===== config.mk =====
export PLATFORM = sky130hd
export DESIGN_NAME = irq_inject_ctrl
export DESIGN_NICKNAME = d
export VERILOG_FILES = /design/src/rtl/irq_inject_pkg.sv /design/src/rtl/irq_cause_reg.sv /design/src/rtl/irq_fetch_gate.sv /design/src/rtl/irq_word_mux.sv /design/src/rtl/irq_inject_ctrl.sv
export SDC_FILE = /design/constraint.sdc
export NUM_CORES = 1
export LEC_CHECK = 0
export BUFFER_PORTS_ARGS = -buffer_cell sky130_fd_sc_hd__buf_4
export CAP_MARGIN = 20
export CORE_MARGIN = 2
export CORE_UTILIZATION = 31
export DETAILED_ROUTE_END_ITERATION = 10
export PLACE_DENSITY_LB_ADDON = 0.12
export SLEW_MARGIN = 20
export SYNTH_ARGS = -nofsm -noshare
export SYNTH_HDL_FRONTEND = slang
export SYNTH_HIERARCHICAL = 1
export SYNTH_SLANG_ARGS = --single-unit

===== constraint.sdc =====
create_clock -name clk -period 2.6 [get_ports clk]
set_input_delay 0.26 -clock clk [delete_from_list [all_inputs] [get_ports clk]]
set_output_delay 0.26 -clock clk [all_outputs]
set_load 0.02 [all_outputs]

===== src/rtl/irq_inject_pkg.sv =====
package irq_inject_pkg;

  localparam int WORD_W_DEF = 20;
  localparam int OP_W_DEF   = 5;
  localparam int NSRC_DEF   = 3;

  // Build the substitute call word: opcode on top, target field zero
  function automatic logic [WORD_W_DEF-1:0] call_word(input logic [OP_W_DEF-1:0] op);
    call_word = {op, {(WORD_W_DEF-OP_W_DEF){1'b0}}};
  endfunction

endpackage


===== src/rtl/irq_cause_reg.sv =====
module irq_cause_reg #(
  parameter int NSRC = 3
) (
  input  logic            clk,
  input  logic            rst_n,
  input  logic [NSRC-1:0] irq,
  input  logic            ack_fire,
  input  logic [NSRC-1:0] ack_mask,
  input  logic            rd,
  output logic [NSRC-1:0] rdata,
  output logic            pending
);

  logic [NSRC-1:0] flags_q;

  for (genvar i = 0; i < NSRC; i++) begin : g_src
    logic clr;
    assign clr = ack_fire & ack_mask[i];

    always_ff @(posedge clk) begin
      if (!rst_n) flags_q[i] <= 1'b0;
      else        flags_q[i] <= (flags_q[i] & ~clr) | irq[i];
    end


    flag_sticky_chk: assert property (@(posedge clk) disable iff (!rst_n)
      flags_q[i] && !(ack_fire && ack_mask[i]) |=> flags_q[i]);


    req_wins_chk: assert property (@(posedge clk) disable iff (!rst_n)
      irq[i] |=> flags_q[i]);
  end

  assign pending = |flags_q;
  assign rdata   = rd ? flags_q : '0;

endmodule


===== src/rtl/irq_fetch_gate.sv =====
module irq_fetch_gate (
  input  logic clk,
  input  logic rst_n,
  input  logic fetch_valid,
  input  logic out_ready,
  input  logic pending,
  input  logic wr,
  output logic sel,
  output logic injected,
  output logic ack_fire
);

  logic in_svc_q;
  logic locked_q;
  logic hold_q;
  logic xfer;

  assign xfer     = fetch_valid & out_ready;
  assign sel      = locked_q ? hold_q : (pending & ~in_svc_q);
  assign injected = xfer & sel;
  assign ack_fire = wr & in_svc_q;

  always_ff @(posedge clk) begin
    if (!rst_n) begin
      in_svc_q <= 1'b0;
      locked_q <= 1'b0;
      hold_q   <= 1'b0;
    end else begin
      locked_q <= fetch_valid & ~out_ready;
      hold_q   <= sel;
      if (injected)      in_svc_q <= 1'b1;
      else if (ack_fire) in_svc_q <= 1'b0;
    end
  end


  inject_arms_chk: assert property (@(posedge clk) disable iff (!rst_n)
    injected |=> in_svc_q);


  inject_on_xfer_chk: assert property (@(posedge clk) disable iff (!rst_n)
    injected |-> (fetch_valid && out_ready));


  no_reinject_chk: assert property (@(posedge clk) disable iff (!rst_n)
    in_svc_q |-> !injected);


  ack_ends_svc_chk: assert property (@(posedge clk) disable iff (!rst_n)
    (wr && in_svc_q) |=> !in_svc_q);


  stall_hold_chk: assert property (@(posedge clk) disable iff (!rst_n)
    (fetch_valid && !out_ready) |=> (!fetch_valid || sel == $past(sel)));

endmodule


===== src/rtl/irq_word_mux.sv =====
module irq_word_mux #(
  parameter int WORD_W = 20,
  parameter logic [WORD_W-1:0] CALL_WORD = '0
) (
  input  logic              sel,
  input  logic [WORD_W-1:0] fetched_word,
  output logic [WORD_W-1:0] out_word
);

  assign out_word = sel ? CALL_WORD : fetched_word;

endmodule


===== src/rtl/irq_inject_ctrl.sv =====
module irq_inject_ctrl
  import irq_inject_pkg::*;
#(
  parameter int WORD_W = WORD_W_DEF,
  parameter int NSRC   = NSRC_DEF,
  parameter logic [OP_W_DEF-1:0] CALL_OP = 5'b11010
) (
  input  logic              clk,
  input  logic              rst_n,
  input  logic              fetch_valid,
  output logic              fetch_ready,
  input  logic [WORD_W-1:0] fetched_word,
  output logic              out_valid,
  input  logic              out_ready,
  output logic [WORD_W-1:0] out_word,
  output logic              injected,
  input  logic [NSRC-1:0]   irq,
  input  logic [NSRC-1:0]   addr,
  input  logic              wr,
  input  logic              rd,
  output logic [NSRC-1:0]   rdata
);

  localparam int TGT_W = WORD_W - OP_W_DEF;
  localparam logic [WORD_W-1:0] CALL_WORD = {CALL_OP, {TGT_W{1'b0}}};

  logic pending;
  logic sel;
  logic ack_fire;

  assign fetch_ready = out_ready;
  assign out_valid   = fetch_valid;

  irq_cause_reg #(.NSRC(NSRC)) i_cause (
    .clk      (clk),
    .rst_n    (rst_n),
    .irq      (irq),
    .ack_fire (ack_fire),
    .ack_mask (addr),
    .rd       (rd),
    .rdata    (rdata),
    .pending  (pending)
  );

  irq_fetch_gate i_gate (
    .clk         (clk),
    .rst_n       (rst_n),
    .fetch_valid (fetch_valid),
    .out_ready   (out_ready),
    .pending     (pending),
    .wr          (wr),
    .sel         (sel),
    .injected    (injected),
    .ack_fire    (ack_fire)
  );

  irq_word_mux #(.WORD_W(WORD_W), .CALL_WORD(CALL_WORD)) i_mux (
    .sel          (sel),
    .fetched_word (fetched_word),
    .out_word     (out_word)
  );


  pass_through_chk: assert property (@(posedge clk) disable iff (!rst_n)
    !injected && !sel |-> out_word == fetched_word);

endmodule


==> results of run 1 <==
-- registers in the layout, summed over array words and instances, names as in the netlist --
name,flops
i_cause/flags_q,3
i_gate/hold_q,1
i_gate/in_svc_q,1
i_gate/locked_q,1
-- per-layer routing --
layer,part of all wire (%),track usage (%)
met1,33,17.3
met2,51,27.8
met3,16,8.33
met4,0,7.50
met5,0,0
-- cell usage after synthesis (all sizes together) --
cell   number  area, um^2
or2         3        18.8
dfxtp       6         120
a31oi       3        18.8
a21oi       1        8.76
nand2       3        11.3
and2        5        33.8
inv         3        11.3
o21a        1        7.51
o21ai       3        15.0
or3b        1        8.76
buf         4        31.3
nor2b      18         115
and3b       1        8.76
or3         1        6.26
-- cell type report --
type	count	area, um^2	share of cell area (%)
Sequential cell	6	120	14.1
Multi-Input combinational cell	40	253	29.6
Timing Repair Buffer	57	428	50.1
Inverter	3	11.3	1.32
Tap cell	15	18.8	2.20
Clock buffer	3	22.5	2.64
-- worst max path at each step --
stage / start / to / slack (ns) / cells after the start
after floorplan: i_cause/flags_q[1]$_SDFF_PN0_ / out_word[0] / 0.94 / 5
after global routing: i_cause/flags_q[1]$_SDFF_PN0_ / out_word[18] / 0.26 / 5
after CTS: i_cause/flags_q[1]$_SDFF_PN0_ / out_word[18] / 0.36 / 5
final: i_cause/flags_q[1]$_SDFF_PN0_ / out_word[18] / 0.40 / 5
after detailed placement: i_cause/flags_q[1]$_SDFF_PN0_ / out_word[16] / 0.64 / 5
after global placement: i_cause/flags_q[1]$_SDFF_PN0_ / out_word[18] / 0.67 / 5
-- where the power goes --
part           internal [mW]  total, mW  switching, mW
clock                 0.0522     0.0862         0.0340
sequential            0.0989      0.102        0.00297
combinational         0.0895      0.175         0.0859
-- metrics by stage --
| step | power [mW] | cell area, um^2 | utilization, % | instances | setup slack (ns) |
|---|---|---|---|---|---|
| after floorplan | 0.197 | 415 | - | 53 | 0.944 |
| after global placement | 0.278 | 831 | 65.5 | 121 | 0.673 |
| after detailed placement | 0.281 | 831 | 65.5 | 121 | 0.635 |
| after CTS | 0.371 | 853 | 67.3 | 124 | 0.360 |
| after global routing | 0.389 | 853 | 67.3 | 124 | 0.256 |
| final | 0.363 | 853 | 67.3 | 124 | 0.398 |
-- kinds of logic after synthesis --
| logic type | count (synthesis) | synth area share (%) |
|---|---|---|
| and+or+nand+nor | 32 | 48.8 |
| AOI/OAI and AO/OA | 8 | 12.0 |
| buffers and inverters | 7 | 10.2 |
| DFF | 6 | 28.9 |
==> reports/metrics.cfg, run 1 <==
[clock_network]
cts.sinks=6
post_cts_buffers=0
clk_latency_ns=0.25
cts_buffers=3
hold_buffers=0
cts_root_buf=clkbuf_4
cts.path.max_buffers=2
cts_tree=done
clk_pin_slew_ns=0.05
cts_resized=0
ctsHtreeMaxLevel=1

[floorplan]
die_h_um=40.6
die_area_um2=1650
start_util_pct=32.7
rows=13
io_pins=58
core_area_um2=1270
die_w_um=40.6

[drt]
postRouteAntennaNets=0
drt_iter0_drc=1
dr.pass1.iters=2
routed-via-count=548
via_per_inst=4.42
drcViolationCount=0
drt_wl_total_um=1240
wl_per_cell_um=9.97

[worst_setup_path]
r2r-start=i_cause/flags_q[1]$_SDFF_PN0_
critPathKind=flip-flop to primary output
critPathArrivalTime_ns=1.94
r2r_cells=4
critical-path-max-stage-delay_ns=0.35
cp_cell_sequence=or3_1 -> or3b_1 -> nand2_1 -> or2_1 -> buf_4
r2r-end=i_gate/hold_q$_SDFF_PN0_
r2r_slack_ns=1.00
worst-path-buf-inv=1
crit_path_max_fanout=21
worst_ep_required_time_ns=2.34
slowest_stage=or3_1
crit_family=simple AND/OR/NAND/NOR gates
end_kind=primary output
critPathLaunchType=flip-flop

[global_routing]
grt_use_total_pct=16.6
grt_start_max_net_pins=22
grt_pass1_vias=464
grt_pass1_wl_um=1790
antenna_found_initial=0
grt_overflow_total=0

[timing]
period_needed_ns=2.20
setup_viol=0
setup_tns_ns=0
hold_viol=0
worst_hold_slack_ns=0.205
max-slew-margin-rel_pct=62.5
fmax_mhz=454
drv_slew=0
final.setup_skew_ns=0.00353
rsz0062_at_grt=no
fin_crit_sh_pct=84.7
worst_pin_slew_ns=0.561

[run_status]
status=completed

[power]
peakVddDrop_mv=0.335
power.density_nw_per_um2=426
p_leak_nw=0.453

[worst_hold_path]
min_path_type=input port to flip-flop
hold_path_end=i_cause/flags_q[2]$_SDFF_PN0_
hold_depth=2
hp-start=addr[2]

[layout]
nFillCells=120
fin_nets=143
final_layout_size_suffix_gt1_share_pct=58.7
final_cell_mix=buf_4, nor2b_1, dfxtp_1
layout_commonest_cell=buf_4
n_antenna_cell=0
areaGrowthSynthToFinish_pct=105

[placed_design]
port_buffers=57
dp_hpwl_um=1060
gp_congestion=0.684

[yosys]
ys_seq_elements=6
yosysUniqueCellTypes=18
syn-num-nets=85
synth_area_um2=415
ys_warn_count=6
syn_inst=53
synth_area_per_cell_um2=7.84
ys_seq_area_share_pct=28.9

[flow_run]
maxCapViolCount=0

No activity file was read; power rests on OpenSTA's default activity.
==> run 2, diff against run 1 <==
--- a/config.mk
+++ b/config.mk
@@ -8,7 +8,7 @@
 export BUFFER_PORTS_ARGS = -buffer_cell sky130_fd_sc_hd__buf_4
 export CAP_MARGIN = 20
 export CORE_MARGIN = 2
-export CORE_UTILIZATION = 31
+export CORE_UTILIZATION = 26
 export DETAILED_ROUTE_END_ITERATION = 10
 export PLACE_DENSITY_LB_ADDON = 0.12
 export SLEW_MARGIN = 20
==> constraint.sdc (replaced) <==
create_clock -name clk -period 1.9 [get_ports clk]
set_input_delay 0.19 -clock clk [delete_from_list [all_inputs] [get_ports clk]]
set_output_delay 0.19 -clock clk [all_outputs]
set_load 0.02 [all_outputs]
==> reports/metrics.cfg, run 2 (synthesized netlist as in run 1, its figures left out) <==
[run_status]
status=completed

[clock_network]
clk_latency_ns=0.24
cts_root_buf=clkbuf_4
cts_tree=done
ctsHtreeMaxLevel=1
hold_buffers=0
clk_pin_slew_ns=0.04
cts.path.max_buffers=2
cts.sinks=6
cts_buffers=3

[global_routing]
antenna_found_initial=0
grt_use_total_pct=13.1
grt_pass1_wl_um=1940
grt_overflow_total=0
grt_pass1_vias=461
grt_start_max_net_pins=12

[timing]
fin_crit_sh_pct=98.5
setup_tns_ns=0
worst_hold_slack_ns=0.121
period_needed_ns=1.87
final.setup_skew_ns=0.00238
max-slew-margin-rel_pct=84.7
hold_viol=0
rsz0062_at_grt=yes
fmax_mhz=534
drv_slew=0
setup_viol=0
worst_pin_slew_ns=0.229

[power]
peakVddDrop_mv=0.474
p_leak_nw=0.508
power.share.clock_pct=20.8
sw_frac_of_total_pct=33.0
p_int_mw=0.376
comb_power_share_pct=54.3
power.net_switching_mw=0.186
power.density_nw_per_um2=575
seqPwrFrac_pct=24.9

[floorplan]
die_area_um2=1930
die_w_um=44.0
die_h_um=44.0
start_util_pct=27.6
io_pins=58
rows=14
core_area_um2=1510

[worst_setup_path]
end_kind=primary output
r2r-start=i_cause/flags_q[1]$_SDFF_PN0_
r2r_cells=5
critPathKind=flip-flop to primary output
crit_path_max_fanout=10
r2r_slack_ns=0.48
critPathArrivalTime_ns=1.68
r2r-end=i_gate/hold_q$_SDFF_PN0_
critPathLaunchType=flip-flop
worst_ep_required_time_ns=1.71

[layout]
fin_cells=130
regMostFlops=i_cause/flags_q
n_antenna_cell=0
final_layout_size_suffix_gt1_share_pct=66.7
final_cell_mix=buf_4, nor2b_1, dfxtp_1, buf_6
fin_util_pct=64.8
final_cell_area_um2=976
largest_reg_flops=3
layout_commonest_cell=buf_4
fin_nets=148
areaGrowthSynthToFinish_pct=135

[drt]
drcViolationCount=0
postRouteAntennaNets=0
drt_iter0_drc=7
via_per_inst=4.39
routed-via-count=571
wl_per_cell_um=10.8
drt_wl_total_um=1400
dr.pass1.iters=4

[worst_hold_path]
hp-start=addr[1]
hold_depth=2
min_path_type=input port to flip-flop
hold_path_end=i_cause/flags_q[1]$_SDFF_PN0_

[flow_run]
maxCapViolCount=0

[placed_design]
dp_hpwl_um=1100
port_buffers=57
dpl_cell_area_um2=840
dp_cells=123
gp_congestion=0.701

==> run 2: stage by stage <==
step	setup WS [ns]	power [mW]
6_report	0.0283	0.561
4_1_cts	0.00547	0.520
3_3_place_gp	0.159	0.386
2_1_floorplan	0.314	0.269
5_1_grt	-0.0728	0.595
3_5_place_dp	0.111	0.389
==> run 2: power by group through the flow <==
stage | sequential (mW) | clock [mW] | combinational, mW
after floorplan | 0.140 | 0 | 0.129
after global placement | 0.142 | 0 | 0.245
after detailed placement | 0.142 | 0 | 0.248
after CTS | 0.139 | 0.123 | 0.258
after global routing | 0.141 | 0.131 | 0.323
final | 0.140 | 0.117 | 0.305
==> run 2: final cells by class <==
type                       instances  area (um^2)
clock buffer                       3         22.5
fill                             139          531
inverter                           3         11.3
multi-input combinational         40          292
sequential                         6          121
tap                               16         20.0
timing repair buffer              62          509
==> run 2: timing repair <==
action                                 in CTS  in global routing
setup endpoints to repair                  13                 13
setup buffers                               0                  3
cloned                                      0                  1
resized for setup                           5                 12
pin swaps                                   0                  2
endpoints found under the hold margin       0                  0
==> run 2: metal layers <==
layer	global-route usage, %	part of all wire, %	vias to the layer above
li1	-	-	289
met4	1.82	0	0
met1	13.5	31	249
met3	7.08	13	0
met5	0	0	-
met2	23.8	56	33
==> run 2: worst max path at each step <==
stage,slack (ns),end,depth (start not counted),from
5_1_grt,-0.07,out_word[2],6,i_cause/flags_q[1]$_SDFF_PN0_
3_5_place_dp,0.11,out_word[0],6,i_cause/flags_q[1]$_SDFF_PN0_
6_report,0.03,out_word[2],6,i_cause/flags_q[1]$_SDFF_PN0_
3_3_place_gp,0.16,out_word[0],6,i_cause/flags_q[1]$_SDFF_PN0_
4_1_cts,0.005,out_word[2],6,i_cause/flags_q[1]$_SDFF_PN0_
2_1_floorplan,0.31,out_word[0],5,i_cause/flags_q[1]$_SDFF_PN0_
==> run 2: worst max-delay path, cell delays in order, from the launching register on <==
cell	delay (ns)
dfxtp_2	0.31
or3_1	0.35
or3b_4	0.27
nand2_8	0.08
clkbuf_16	0.16
nor2b_2	0.11
buf_4	0.15
==> run 3, diff against run 2 <==
--- a/config.mk
+++ b/config.mk
@@ -7,10 +7,14 @@
 export LEC_CHECK = 0
 export BUFFER_PORTS_ARGS = -buffer_cell sky130_fd_sc_hd__buf_4
 export CAP_MARGIN = 20
+export CELL_PAD_IN_SITES_DETAIL_PLACEMENT = 0
+export CELL_PAD_IN_SITES_GLOBAL_PLACEMENT = 1
+export CORE_ASPECT_RATIO = 2
 export CORE_MARGIN = 2
-export CORE_UTILIZATION = 26
+export CORE_UTILIZATION = 15
 export DETAILED_ROUTE_END_ITERATION = 10
 export PLACE_DENSITY_LB_ADDON = 0.12
+export SKIP_CTS_REPAIR_TIMING = 1
 export SLEW_MARGIN = 20
 export SYNTH_ARGS = -nofsm -noshare
 export SYNTH_HDL_FRONTEND = slang
==> reports/metrics.cfg, run 3 (synthesized netlist as in run 1, its figures left out) <==
[run_status]
status=completed

[clock_network]
cts_buffers=3
cts_root_buf=clkbuf_8
ctsHtreeMaxLevel=1
clk_pin_slew_ns=0.04
clk_latency_ns=0.22
cts.path.max_buffers=2
cts_tree=done
cts.sinks=6

[worst_setup_path]
critPathArrivalTime_ns=1.63
r2r_cells=5
r2r-start=i_cause/flags_q[1]$_SDFF_PN0_
critical-path-max-stage-delay_ns=0.35
critPathKind=flip-flop to primary output
r2r_slack_ns=0.49
crit_path_end=out_word[3]
r2r-end=i_gate/hold_q$_SDFF_PN0_
worstSetupStartpoint=i_cause/flags_q[1]$_SDFF_PN0_
cp_cell_sequence=or3_1 -> or3b_4 -> nand2_8 -> buf_6 -> nor2b_1 -> buf_4
slowest_stage=or3_1
critPathLaunchType=flip-flop
worst_ep_required_time_ns=1.71
end_kind=primary output
crit_path_max_fanout=11

[timing]
worst_slack_ns=0.0753
worst_pin_slew_ns=0.223
drv_slew=0
hold_viol=0
fmax_mhz=548
max-slew-margin-rel_pct=85.1
setup_viol=0
final.setup_skew_ns=0.00275
rsz0062_at_grt=yes
fin_crit_sh_pct=96.0
period_needed_ns=1.82

[placed_design]
preCtsSetupSlack_ns=0.151
dpl_cell_area_um2=863
port_buffers=57
dp_hpwl_um=1430
gp_congestion=0.658
dp_cells=137

[global_routing]
antenna_found_initial=0
grt_start_max_net_pins=12
grt_pass1_vias=573
grt_overflow_total=0
grt_pass1_wl_um=2260
grt_use_total_pct=9.68

[layout]
areaGrowthSynthToFinish_pct=129
final_cell_mix=buf_4, nor2b_1, nor2b_2, dfxtp_1
regMostFlops=i_cause/flags_q
final_cell_area_um2=952
ff_latch_area_um2=121
n_antenna_cell=0
largest_reg_flops=3
fin_nets=146
nFillCells=312
fin_util_pct=35.2
layout_commonest_cell=buf_4
final_layout_size_suffix_gt1_share_pct=67.0
multi_input_area_um2=284
fin_cells=141

[drt]
via_per_inst=4.11
dr.pass1.iters=2
drt_wl_total_um=1630
drt_iter0_drc=2
routed-via-count=580
drcViolationCount=0
wl_per_cell_um=11.6
postRouteAntennaNets=0

[floorplan]
die_area_um2=3230
die_w_um=41.2
die_h_um=78.4
rows=27
io_pins=58
core_area_um2=2700
start_util_pct=15.4

[power]
p_leak_nw=0.485
peakVddDrop_mv=0.363
power.density_nw_per_um2=636
total_power_mw=0.605

[flow_run]
maxCapViolCount=0

[worst_hold_path]
min_path_type=input port to flip-flop

## run 3: cell count changes in the layout (fill, tap and decap cells not counted)
cell       previous run  this run
nor2b_4               2         0
clkbuf_4              3         0
clkbuf_8              0         3
buf_4                55        58
buf_8                 1         0
buf_6                 5         2
nor2b_1              13        12
clkbuf_16             1         0
nor2b_2               3         6
## run 3: cell type report
cell class	instances	area share, %
clock buffers	3	4.34
inverters	3	1.18
multi-input cells	40	29.8
flip-flops and latches	6	12.7
well taps	29	3.81
repair buffers	60	48.1
## run 3: worst max-delay path, delay by kind of cell, from the launching register on
family / cells / cell delay, ns
flip-flops: 1 / 0.31
AND/OR/NAND/NOR: 4 / 0.80
buffers and inverters: 2 / 0.29
## run 3: through the flow
step	TNS, ns	hold slack [ns]
2_1_floorplan	0	0.290
3_3_place_gp	0	0.381
3_5_place_dp	0	0.387
4_1_cts	-0.822	0.155
5_1_grt	-0.00220	0.158
6_report	0	0.148
## run 3: report_power, final
part	total [mW]	switching (mW)	internal, mW
registers	0.141	0.00490	0.136
logic	0.276	0.130	0.145
clock network	0.189	0.0527	0.136
## run 3: worst min-delay path by stage
| stage | start | endpoint | slack, ns | cells past startpoint |
|---|---|---|---|---|
| 6_report | addr[1] | i_cause/flags_q[1]$_SDFF_PN0_ | 0.15 | 2 |
| 5_1_grt | addr[1] | i_cause/flags_q[1]$_SDFF_PN0_ | 0.16 | 2 |
| 4_1_cts | addr[2] | i_cause/flags_q[2]$_SDFF_PN0_ | 0.16 | 2 |
| 3_5_place_dp | addr[2] | i_cause/flags_q[2]$_SDFF_PN0_ | 0.39 | 2 |
| 3_3_place_gp | addr[0] | i_cause/flags_q[0]$_SDFF_PN0_ | 0.38 | 2 |
| 2_1_floorplan | addr[1] | i_cause/flags_q[1]$_SDFF_PN0_ | 0.29 | 1 |
## run 3: routing by layer
layer	vias to the layer above	wire (um)	track usage (%)
met5	-	0	0
met2	42	974	19.8
met1	251	416	7.84
li1	285	-	-
met3	2	224	1.41
met4	0	14	2.90
